$ cat src/rtl/frd_pkg.sv
package frd_pkg;
    localparam int unsigned AW        = 32;
    localparam int unsigned CW        = 16;
    localparam int unsigned SLOT_B    = 8;
    localparam int unsigned TX_OFS    = 512;

    localparam int unsigned F_OWN   = 7;
    localparam int unsigned F_ERR   = 6;
    localparam int unsigned F_TXERR = 5;
    localparam int unsigned F_NOCRC = 4;
    localparam int unsigned F_CHK   = 3;
    localparam int unsigned F_LEN   = 2;
    localparam int unsigned F_OVF   = 1;
    localparam int unsigned F_LINE  = 0;

    localparam logic [2:0] RA_CTRL  = 3'd0;
    localparam logic [2:0] RA_HI    = 3'd1;
    localparam logic [2:0] RA_LO    = 3'd2;
    localparam logic [2:0] RA_SIZE  = 3'd3;
    localparam logic [2:0] RA_MAXL  = 3'd4;
    localparam logic [2:0] RA_PRMPT = 3'd5;
    localparam logic [2:0] RA_ICLR  = 3'd6;

    typedef enum logic [2:0] {
        S_IDLE, S_SLOT, S_TFETCH, S_TSEND, S_RWAIT, S_RSTORE, S_WBACK
    } seq_t;

    typedef struct packed {
        seq_t          st;
        logic          dtx;
        logic [2:0]    k;
        logic [AW-1:0] ba;
        logic [CW-1:0] cnt;
        logic [7:0]    fl;
        logic [CW-1:0] pos;
        logic [7:0]    dat;
        logic          lastq;
        logic          e_line;
        logic          e_ovf;
        logic          e_chk;
        logic          e_len;
        logic          e_tx;
        logic          tpend;
        logic          rpend;
        logic          irx;
        logic          itx;
    } seq_s;
endpackage

$ cat src/rtl/frd_regs.sv
module frd_regs
    import frd_pkg::*;
(
    input  logic          clk,
    input  logic          rst_n,
    input  logic          wr_en,
    input  logic [2:0]    wr_addr,
    input  logic [15:0]   wr_data,
    output logic          rx_en,
    output logic          tx_en,
    output logic [AW-1:0] base,
    output logic [3:0]    rx_code,
    output logic [3:0]    tx_code,
    output logic [CW-1:0] maxlen,
    output logic          prompt,
    output logic          iclr
);
    typedef struct packed {
        logic          rxe;
        logic          txe;
        logic [5:0]    hi;
        logic [15:0]   lo;
        logic [3:0]    rc;
        logic [3:0]    tc;
        logic [CW-1:0] ml;
    } regs_t;

    regs_t r_d, r_q;

    always_comb begin
        r_d = r_q;
        if (wr_en) begin
            case (wr_addr)
                RA_CTRL: begin
                    r_d.rxe = wr_data[0];
                    r_d.txe = wr_data[1];
                end
                RA_HI:   r_d.hi = wr_data[5:0];
                RA_LO:   r_d.lo = wr_data;
                RA_SIZE: begin
                    r_d.rc = wr_data[11:8];
                    r_d.tc = wr_data[15:12];
                end
                RA_MAXL: r_d.ml = CW'(wr_data);
                default: ;
            endcase
        end
    end

    always_ff @(posedge clk or negedge rst_n) begin
        if (!rst_n) r_q <= '0;
        else        r_q <= r_d;
    end

    assign rx_en   = r_q.rxe;
    assign tx_en   = r_q.txe;
    assign base    = {r_q.hi, r_q.lo, 10'b0};
    assign rx_code = r_q.rc;
    assign tx_code = r_q.tc;
    assign maxlen  = r_q.ml;
    assign prompt  = wr_en && (wr_addr == RA_PRMPT);
    assign iclr    = wr_en && (wr_addr == RA_ICLR);
endmodule

$ cat src/rtl/frd_idx.sv
module frd_idx #(
    parameter int IW      = 6,
    parameter int MAXCODE = 6
) (
    input  logic          clk,
    input  logic          rst_n,
    input  logic          clr,
    input  logic          adv,
    input  logic [3:0]    code,
    output logic [IW-1:0] idx
);
    logic [3:0]    lim;
    logic [IW-1:0] last;
    logic [IW-1:0] idx_d, idx_q;

    always_comb begin
        lim   = (code > 4'(MAXCODE)) ? 4'(MAXCODE) : code;
        last  = IW'((32'd1 << lim) - 32'd1);
        idx_d = idx_q;
        if (clr)      idx_d = '0;
        else if (adv) idx_d = (idx_q == last) ? '0 : idx_q + 1'b1;
    end

    always_ff @(posedge clk or negedge rst_n) begin
        if (!rst_n) idx_q <= '0;
        else        idx_q <= idx_d;
    end

    assign idx = idx_q;

    a_r9_held_zero: assert property (@(posedge clk) disable iff (!rst_n)
        clr |=> (idx == '0));
    a_r8_wrap: assert property (@(posedge clk) disable iff (!rst_n)
        (adv && !clr && idx == last && $stable(code)) |=> (idx == '0));
endmodule

$ cat src/rtl/frame_ring_dma.sv
module frame_ring_dma
    import frd_pkg::*;
#(
    parameter int IW      = 6,
    parameter int MAXCODE = 6
) (
    input  logic          clk,
    input  logic          rst_n,
    input  logic          reg_wr,
    input  logic [2:0]    reg_addr,
    input  logic [15:0]   reg_wdata,
    output logic          irq_rx,
    output logic          irq_tx,
    output logic          mem_req,
    output logic          mem_we,
    output logic [31:0]   mem_addr,
    output logic [7:0]    mem_wdata,
    input  logic          mem_ack,
    input  logic [7:0]    mem_rdata,
    output logic          tx_valid,
    output logic [7:0]    tx_data,
    output logic          tx_last,
    output logic          tx_nocrc,
    input  logic          tx_ready,
    input  logic          tx_abort,
    input  logic          rx_valid,
    input  logic [7:0]    rx_data,
    input  logic          rx_last,
    input  logic [2:0]    rx_stat,
    output logic          rx_ready
);
    logic          rx_en, tx_en, prompt, iclr, clr;
    logic [AW-1:0] base;
    logic [3:0]    code_v [2];
    logic [CW-1:0] maxlen;
    logic          adv_v  [2];
    logic [IW-1:0] idx_v  [2];

    frd_regs u_regs (
        .clk(clk), .rst_n(rst_n), .wr_en(reg_wr), .wr_addr(reg_addr),
        .wr_data(reg_wdata), .rx_en(rx_en), .tx_en(tx_en), .base(base),
        .rx_code(code_v[0]), .tx_code(code_v[1]), .maxlen(maxlen),
        .prompt(prompt), .iclr(iclr)
    );

    assign clr = !rx_en && !tx_en;

    // index 0: receive ring, index 1: transmit ring
    for (genvar g = 0; g < 2; g++) begin : g_ring
        frd_idx #(.IW(IW), .MAXCODE(MAXCODE)) u_idx (
            .clk(clk), .rst_n(rst_n), .clr(clr), .adv(adv_v[g]),
            .code(code_v[g]), .idx(idx_v[g])
        );
    end

    seq_s          s_d, s_q;
    logic [AW-1:0] slot_addr;
    logic [7:0]    fl_out;
    logic          any_err;

    always_comb begin
        slot_addr = base + (s_q.dtx ? AW'(TX_OFS) : '0)
                  + (AW'(s_q.dtx ? idx_v[1] : idx_v[0]) * AW'(SLOT_B));
        any_err   = s_q.e_line | s_q.e_ovf | s_q.e_chk | s_q.e_len;
        if (s_q.dtx) begin
            fl_out          = s_q.fl;
            fl_out[F_OWN]   = 1'b0;
            fl_out[F_TXERR] = s_q.fl[F_TXERR] | s_q.e_tx;
        end else begin
            fl_out         = '0;
            fl_out[F_ERR]  = any_err;
            fl_out[F_CHK]  = s_q.e_chk;
            fl_out[F_LEN]  = s_q.e_len;
            fl_out[F_OVF]  = s_q.e_ovf;
            fl_out[F_LINE] = s_q.e_line;
        end
    end

    always_comb begin
        s_d       = s_q;
        adv_v[0]  = 1'b0;
        adv_v[1]  = 1'b0;
        case (s_q.st)
            S_IDLE: begin
                s_d.k      = '0;
                s_d.e_line = 1'b0;
                s_d.e_ovf  = 1'b0;
                s_d.e_chk  = 1'b0;
                s_d.e_len  = 1'b0;
                s_d.e_tx   = 1'b0;
                s_d.lastq  = 1'b0;
                if (tx_en && s_q.tpend) begin
                    s_d.dtx = 1'b1;
                    s_d.st  = S_SLOT;
                end else if (rx_en && s_q.rpend) begin
                    s_d.dtx = 1'b0;
                    s_d.st  = S_SLOT;
                end
            end
            S_SLOT: if (mem_ack) begin
                case (s_q.k)
                    3'd4:    s_d.cnt[7:0]  = mem_rdata;
                    3'd5:    s_d.cnt[15:8] = mem_rdata;
                    3'd6:    s_d.fl        = mem_rdata;
                    default: s_d.ba[8*s_q.k[1:0] +: 8] = mem_rdata;
                endcase
                s_d.k = s_q.k + 3'd1;
                if (s_q.k == 3'd6) begin
                    s_d.k   = '0;
                    s_d.pos = '0;
                    if (!mem_rdata[F_OWN]) begin
                        s_d.st = S_IDLE;
                        if (s_q.dtx) s_d.tpend = 1'b0;
                        else         s_d.rpend = 1'b0;
                    end else if (s_q.dtx) begin
                        s_d.st = (s_q.cnt == '0) ? S_WBACK : S_TFETCH;
                    end else begin
                        s_d.st = S_RWAIT;
                    end
                end
            end
            S_TFETCH: if (mem_ack) begin
                s_d.dat = mem_rdata;
                s_d.st  = S_TSEND;
            end
            S_TSEND: begin
                if (tx_abort) s_d.e_tx = 1'b1;
                if (tx_ready) begin
                    s_d.pos = s_q.pos + 1'b1;
                    s_d.st  = (s_q.pos + 1'b1 == s_q.cnt) ? S_WBACK : S_TFETCH;
                end
            end
            S_RWAIT: if (rx_valid) begin
                s_d.dat   = rx_data;
                s_d.lastq = rx_last;
                if (rx_last) begin
                    s_d.e_line = rx_stat[0];
                    s_d.e_ovf  = rx_stat[1];
                    s_d.e_chk  = rx_stat[2];
                end
                if (s_q.pos < maxlen) s_d.st = S_RSTORE;
                else begin
                    s_d.e_len = 1'b1;
                    if (rx_last) s_d.st = S_WBACK;
                end
            end
            S_RSTORE: if (mem_ack) begin
                s_d.pos = s_q.pos + 1'b1;
                s_d.st  = s_q.lastq ? S_WBACK : S_RWAIT;
            end
            S_WBACK: if (mem_ack) begin
                s_d.k = s_q.k + 3'd1;
                if (s_q.k == 3'd2) begin
                    s_d.st = S_IDLE;
                    if (s_q.dtx) begin
                        s_d.itx  = 1'b1;
                        adv_v[1] = 1'b1;
                    end else begin
                        s_d.irx  = 1'b1;
                        adv_v[0] = 1'b1;
                    end
                end
            end
            default: s_d.st = S_IDLE;
        endcase
        if (clr) s_d.st = S_IDLE;
        if (prompt) begin
            s_d.tpend = 1'b1;
            s_d.rpend = 1'b1;
        end
        if (iclr) begin
            s_d.irx = 1'b0;
            s_d.itx = 1'b0;
        end
    end

    always_ff @(posedge clk or negedge rst_n) begin
        if (!rst_n) s_q <= '0;
        else        s_q <= s_d;
    end

    always_comb begin
        mem_req   = s_q.st inside {S_SLOT, S_TFETCH, S_RSTORE, S_WBACK};
        mem_we    = s_q.st inside {S_RSTORE, S_WBACK};
        mem_addr  = '0;
        mem_wdata = '0;
        case (s_q.st)
            S_SLOT:   mem_addr = slot_addr + AW'(s_q.k);
            S_TFETCH: mem_addr = s_q.ba + AW'(s_q.pos);
            S_RSTORE: begin
                mem_addr  = s_q.ba + AW'(s_q.pos);
                mem_wdata = s_q.dat;
            end
            S_WBACK: begin
                mem_addr  = slot_addr + AW'(4) + AW'(s_q.k);
                mem_wdata = (s_q.k == 3'd0) ? s_q.pos[7:0] :
                            (s_q.k == 3'd1) ? s_q.pos[15:8] : fl_out;
            end
            default: ;
        endcase
    end

    assign tx_valid = (s_q.st == S_TSEND);
    assign tx_data  = s_q.dat;
    assign tx_last  = tx_valid && (s_q.pos + 1'b1 == s_q.cnt);
    assign tx_nocrc = tx_valid && s_q.fl[F_NOCRC];
    assign rx_ready = (s_q.st == S_RWAIT);
    assign irq_rx   = s_q.irx;
    assign irq_tx   = s_q.itx;

    a_r10_rx_level: assert property (@(posedge clk) disable iff (!rst_n)
        (irq_rx && !iclr) |=> irq_rx);
    a_r10_tx_level: assert property (@(posedge clk) disable iff (!rst_n)
        (irq_tx && !iclr) |=> irq_tx);
    a_r1_req_hold: assert property (@(posedge clk) disable iff (!rst_n)
        (mem_req && !mem_ack && !clr) |=> (mem_req && $stable(mem_addr) && $stable(mem_we)));
    a_r4_byte_hold: assert property (@(posedge clk) disable iff (!rst_n)
        (tx_valid && !tx_ready && !clr) |=> (tx_valid && $stable(tx_data)));
    a_r7_store_bound: assert property (@(posedge clk) disable iff (!rst_n)
        (mem_req && mem_we && s_q.st == S_RSTORE) |-> (s_q.pos < maxlen));
    a_r2_own_returned: assert property (@(posedge clk) disable iff (!rst_n)
        (mem_ack && s_q.st == S_WBACK && s_q.k == 3'd2) |-> !mem_wdata[F_OWN]);
endmodule

$ cat config.mk
export PLATFORM = sky130hd
export DESIGN_NAME = frame_ring_dma
export DESIGN_NICKNAME = d
export VERILOG_FILES = /design/src/rtl/frd_pkg.sv /design/src/rtl/frd_regs.sv /design/src/rtl/frd_idx.sv /design/src/rtl/frame_ring_dma.sv
export SDC_FILE = /design/constraint.sdc
export NUM_CORES = 1
export LEC_CHECK = 0
export ABC_CLOCK_PERIOD_IN_PS = 6800
export BUFFER_PORTS_ARGS = -buffer_cell sky130_fd_sc_hd__buf_2
export CAP_MARGIN = 0
export CORE_MARGIN = 8
export CORE_UTILIZATION = 65
export CTS_CLUSTER_DIAMETER = 30
export DETAILED_ROUTE_END_ITERATION = 8
export PLACE_DENSITY = 0.94
export SKIP_CTS_REPAIR_TIMING = 1
export SLEW_MARGIN = 10
export SYNTH_ARGS = -nofsm -noshare
export SYNTH_HDL_FRONTEND = slang
export SYNTH_SLANG_ARGS = --single-unit
$ cat constraint.sdc
create_clock -name clk -period 6.8 [get_ports clk]
set_clock_uncertainty 0.05 [all_clocks]
set_input_delay 0.34 -clock clk [delete_from_list [all_inputs] [get_ports clk]]
set_output_delay 0.34 -clock clk [all_outputs]
set_load 0.03 [all_outputs]
======== Yosys cells after proc, flatten, opt, wreduce, memory -nomap -nowiden ========
Cells that the tools add are included.
word-level totals
  bits in registers ....................... 157
cells by class
  add/subtract/negate cells ............... 13
  magnitude comparators ................... 3
  mux-type cells .......................... 73
  reductions and logical operators ........ 55
  bitwise logic cells ..................... 5
  equal/unequal tests ..................... 43
  shift operators ......................... 4
operator list
  operator                 number
  $pmux 32 s3              1
  $mux 75                  1
  $add 32x3->32            2
  $mux 3                   18
  $mux 16                  3
  $mux 8                   6
  $pmux 16 s3              1
  $mux 6                   7
  $neg 5->34               1
  $shift 8x34->32 const A  1
  $shiftx 8x34->32         1
  $add 32x10->32           1
  $add 32x16->32           1
  $add 32x3->32 const B    1
  $add 32x9->32            1
  $bwmux 32                1
  $mux 32                  1
  $pmux 8 s2               2
  $reduce_bool 2->1        15
  $eq 3x3->1 const B       9
  $mux 2                   13
  $reduce_and 3->1         8
  $pmux 3 s7               1
  $ne 2x2->1 const B       10
  39 further kinds         90

======== Depth between registers and ports, before layout ========
  word-level depth ........................ 8
  mapped depth ............................ 14
  depth with buffers taken out ............ 11

======== Modules after synthesis ========
Synthesis repeated with hierarchy kept, for this count alone.
second synthesis, totals
  cell total of the unflattened synthesis .. 1425
  area, all modules ....................... 12356.9 um^2
modules (own cells, without submodules)
  module          area an instance (um^2)  instances  sequential area each (um^2)  cells each
  frame_ring_dma  9351.5                   1          2402.3                       1193
  frd_regs        2006.9                   1          1201.2                       120
  frd_idx         499.2                    2          150.1                        56

======== Least setup slack after synthesis ========
No wires, ideal clock.
  path type ............................... register to output
  start ................................... reg s_q[93] (netlist bit)
  end ..................................... out mem_addr[19]
  setup slack ............................. 3.228 ns
  arrival time ............................ 3.182 ns
  stages on the path, launching flop included .. 10
  buffers on the path ..................... 2
  cells stage by stage .................... dfrtp_1 clkbuf_1 buf_1 mux2_2 ha_1 ha_1 nand2_1 nor4_4 nand2_1 o311ai_0
between the ends
  longest elaborated chain between the ends .. 6
  elaborated cells between the ends (all ways) .. 8
ends and longest elaborated chain
  item                        RTL line               text
  start, declared             frame_ring_dma.sv:56   seq_s s_d, s_q;
  start signal, assigned      frame_ring_dma.sv:178  if (!rst_n) s_q <= '0;
  start signal, assigned      frame_ring_dma.sv:179  else s_q <= s_d;
  $mux 10                     frame_ring_dma.sv:62   slot_addr = base + (s_q.dtx ? AW'(TX_OFS) : '0)
  $add 32x10->32              frame_ring_dma.sv:62
  $add 32x9->32 *             frame_ring_dma.sv:63   + (AW'(s_q.dtx ? idx_v[1] : idx_v[0]) * AW'(SLOT_B));
  $add 32x3->32 (2 in a row)  frame_ring_dma.sv:195  mem_addr = slot_addr + AW'(4) + AW'(s_q.k);
  $pmux 32 s3 *               frame_ring_dma.sv:187  case (s_q.st)
  end, declared               frame_ring_dma.sv:16   output logic [31:0] mem_addr,
Mark *: on every way between the ends. The rest lies on a longest branch, timed or not.

======== Worst setup path after layout ========
  start ................................... reg s_q[93] (netlist bit)
  end ..................................... out mem_addr[31]
The elaborated chain is that of the path after synthesis.

==> impl_metrics.tcl <==
set metrics [dict create \
    status "complete, no violations" \
    gp_congestion 1.00 \
    grt_max_degree 84 \
    cpPeakStageDelay_ns 1.04 \
    end_kind "output pin" \
    netlist_instances 1283 \
    fin_crit_sh 0.628 \
    clockBufferDepth 2 \
    power_leakage_nw 5.31 \
    fin_setup_tns_ns 0 \
    avgSynthCellArea_um2 8.50 \
    cap_violations 0 \
    drt.antenna.violating_nets 0 \
    antenna_found_initial 0 \
    start_kind "flip-flop" \
    ys_seq_elements 156 \
    core_um2 16500 \
    pin_count 102 \
    crit_path_max_fanout 29 \
    drc_errors 0 \
    synth_nets 1374 \
    hpwl_um 25000 \
    hold_ws_ns 0.0681 \
    required_ns 6.41 \
    first_pass_iters 6 \
    crit_arrival_ns 3.88 \
    crit_top_cell "ha_1" \
    synth_area_leaders "dfrtp_1 36%, o21ai_0 6.8%, nand2_1 6.5%" \
    drt-total-wl_um 35000 \
    worst_pin_slew_ns 1.22 \
    critical_path.cell_chain "mux2_2 > ha_1 > ha_1 > nand2_1 > nor4_4 > and4_1 > nand4_1 > a21oi_1 > nand2b_1 > o31a_1 > o21ai_0 > buf_2" \
    grt_util_all_layers 0.324 \
    yosysWarningCount 0 \
    total_power_mw 3.53 \
    ir_worst_vdd_mv 0.253 \
    clock_latency_ns 0.44 \
    power_density_nw_per_um2 294 \
    drive_gt1_frac 0.167 \
    cp_slowest_cell "dfrtp_1" \
    root_buffer "clkbuf_16" \
    dr_total_vias 10626 \
    synth_cell_types 81 \
    diodes 0 \
    critPathBufInv 1 \
    grt_pass1_wl_um 54900 \
    critPathKind "flip-flop to output pin" \
    clkTransAtPathRegs_ns 0.07 \
    cts_tree "yes" \
    clock_sinks 156 \
    slew-limit-headroom 0.181 \
    hold_violations 0 \
    synthToLayoutAreaGrowth_pct 10.3 \
    setup_viol 0 \
    grt_overflow_total 0 \
    slew_viol_final 0 \
    seq_area_frac_synth 0.358 \
    post_drt_wl_per_cell_um 22.4 \
    final_common_cell "nand2_1" \
    fp-row-count 47 \
    rsz0062_at_grt "no" \
    fmax_mhz 234 \
    path_delay_family "simple AND/OR/NAND/NOR gates" \
    synth-edff-count 0 \
    cts_buffers 17 \
    dieWidth_um 146 \
    htree_levels 4 \
    yosysTopAreaCellShare 0.358 \
    stdcell_count 1564 \
    synthArstFlopShare 1.00 \
    placed_cells 1531 \
    synth_largest_area_cell "dfrtp_1" \
    final_cell_mix "190 x nand2_1, 156 x dfrtp_1, 148 x o21ai_0" \
    vias_per_cell 6.79 \
    io_buffers 101 \
    ys.flop_type "dfrtp_1" \
    die_h_um 146 \
    nets 1422 \
    die-area_um2 21200 \
    syn_area_um2 10900 \
    drt_iter0_drc 1506 \
    fin_crit_ns 4.27 \
    start_util 0.662 \
    first_global_vias 10191 \
    hold_class "primary input to flip-flop" \
]
## worst register-to-register path, delay by kind of cell (launching register included)
family | cells | cell delay, ns
simple gates | 3 | 1.49
flops | 1 | 0.95
compound gates | 1 | 0.28
buf+inv | 2 | 0.79
## final timing paths
| path | start | endpoint | slack, ns | cells past startpoint |
|---|---|---|---|---|
| max in group asynchronous | rst_n | u_regs.base[23]$_DFFE_PN0P_ | 4.78 | 3 |
| hold / removal | tx_abort | s_q[4]$_DFFE_PN0P_ | 0.07 | 2 |
| min in group asynchronous | rst_n | s_q[26]$_DFFE_PN0P_ | 0.45 | 2 |
| setup reg to reg | s_q[96]$_DFFE_PN0P_ | s_q[25]$_DFFE_PN0P_ | 3.15 | 6 |
| setup / recovery | s_q[93]$_DFFE_PN0P_ | mem_addr[31] | 2.53 | 12 |
| hold reg to reg | flip-flop | flip-flop | 0.43 | 2 |
## cell type report
| class | instances | area [µm²] |
|---|---|---|
| flip-flops and latches | 156 | 3900 |
| clock buffers | 18 | 429 |
| well taps | 220 | 275 |
| repair buffers | 107 | 559 |
| clock inverters | 14 | 183 |
| inverters | 36 | 135 |
| fillers | 1170 | 4440 |
| multi-input cells | 1013 | 6540 |
## cell usage after synthesis, types with 4 or more instances
| cell | number |
|---|---|
| a21oi_1 | 77 |
| xor2_1 | 28 |
| dfrtp_1 | 156 |
| nor2_1 | 77 |
| nand2b_1 | 19 |
| mux2_2 | 59 |
| a21o_1 | 16 |
| nor3b_1 | 8 |
| ha_1 | 44 |
| buf_4 | 8 |
| nand3_1 | 43 |
| a22oi_1 | 9 |
| o21a_1 | 9 |
| nor2b_1 | 15 |
| or3_1 | 6 |
| buf_2 | 12 |
| nor4_1 | 13 |
| o21ai_0 | 148 |
| a31oi_1 | 11 |
| o221ai_1 | 10 |
| nor3_1 | 12 |
| o311ai_0 | 4 |
| mux2i_1 | 18 |
| xnor2_1 | 35 |
| and3_1 | 14 |
| and2_1 | 9 |
| o41ai_1 | 6 |
| o211ai_1 | 8 |
| and4_1 | 4 |
| nand4_1 | 19 |
| a211oi_1 | 8 |
| inv_1 | 36 |
| nand4b_1 | 5 |
| clkbuf_1 | 52 |
| o22ai_1 | 10 |
| o31ai_1 | 11 |
| nand2_1 | 190 |
| or2_2 | 4 |
| a22o_1 | 4 |
## per-layer routing
layer	share of wire	vias up	global-route usage
met5	0	-	0
met4	0.053	0	0.173
met3	0.11	161	0.0740
met2	0.45	763	0.510
met1	0.39	4965	0.410
li1	-	4737	-
## stage by stage
stage / worst slack [ns] / instance area, µm² / utilization
finish: 2.53 / 12000 / 0.730
global route: 2.27 / 12000 / 0.730
CTS: 2.66 / 12000 / 0.729
detailed placement: 3.12 / 11400 / 0.692
global placement: 3.18 / 11400 / 0.692
floorplan: 3.23 / 10900 / -
## logic make-up (layout without fill, tap and decap cells)
group                      count (synthesis)  count (layout)  synth area share
and+or+nand+nor                          457             457             0.205
AOI/OAI and AO/OA                        371             371             0.213
DFF                                      156             156             0.358
buffers and inverters                    114             175            0.0437
muxes                                     77              77            0.0775
xor gates and xnor gates                  63              63            0.0506
adders and majority gates                 45              45            0.0523
## where the power goes
| part | internal (mW) | leakage, nW | switching, mW |
|---|---|---|---|
| clock network | 0.586 | 0.294 | 0.420 |
| registers | 1.05 | 2.04 | 0.205 |
| logic | 0.414 | 2.97 | 0.854 |
Power figures use the tool's default switching activity.
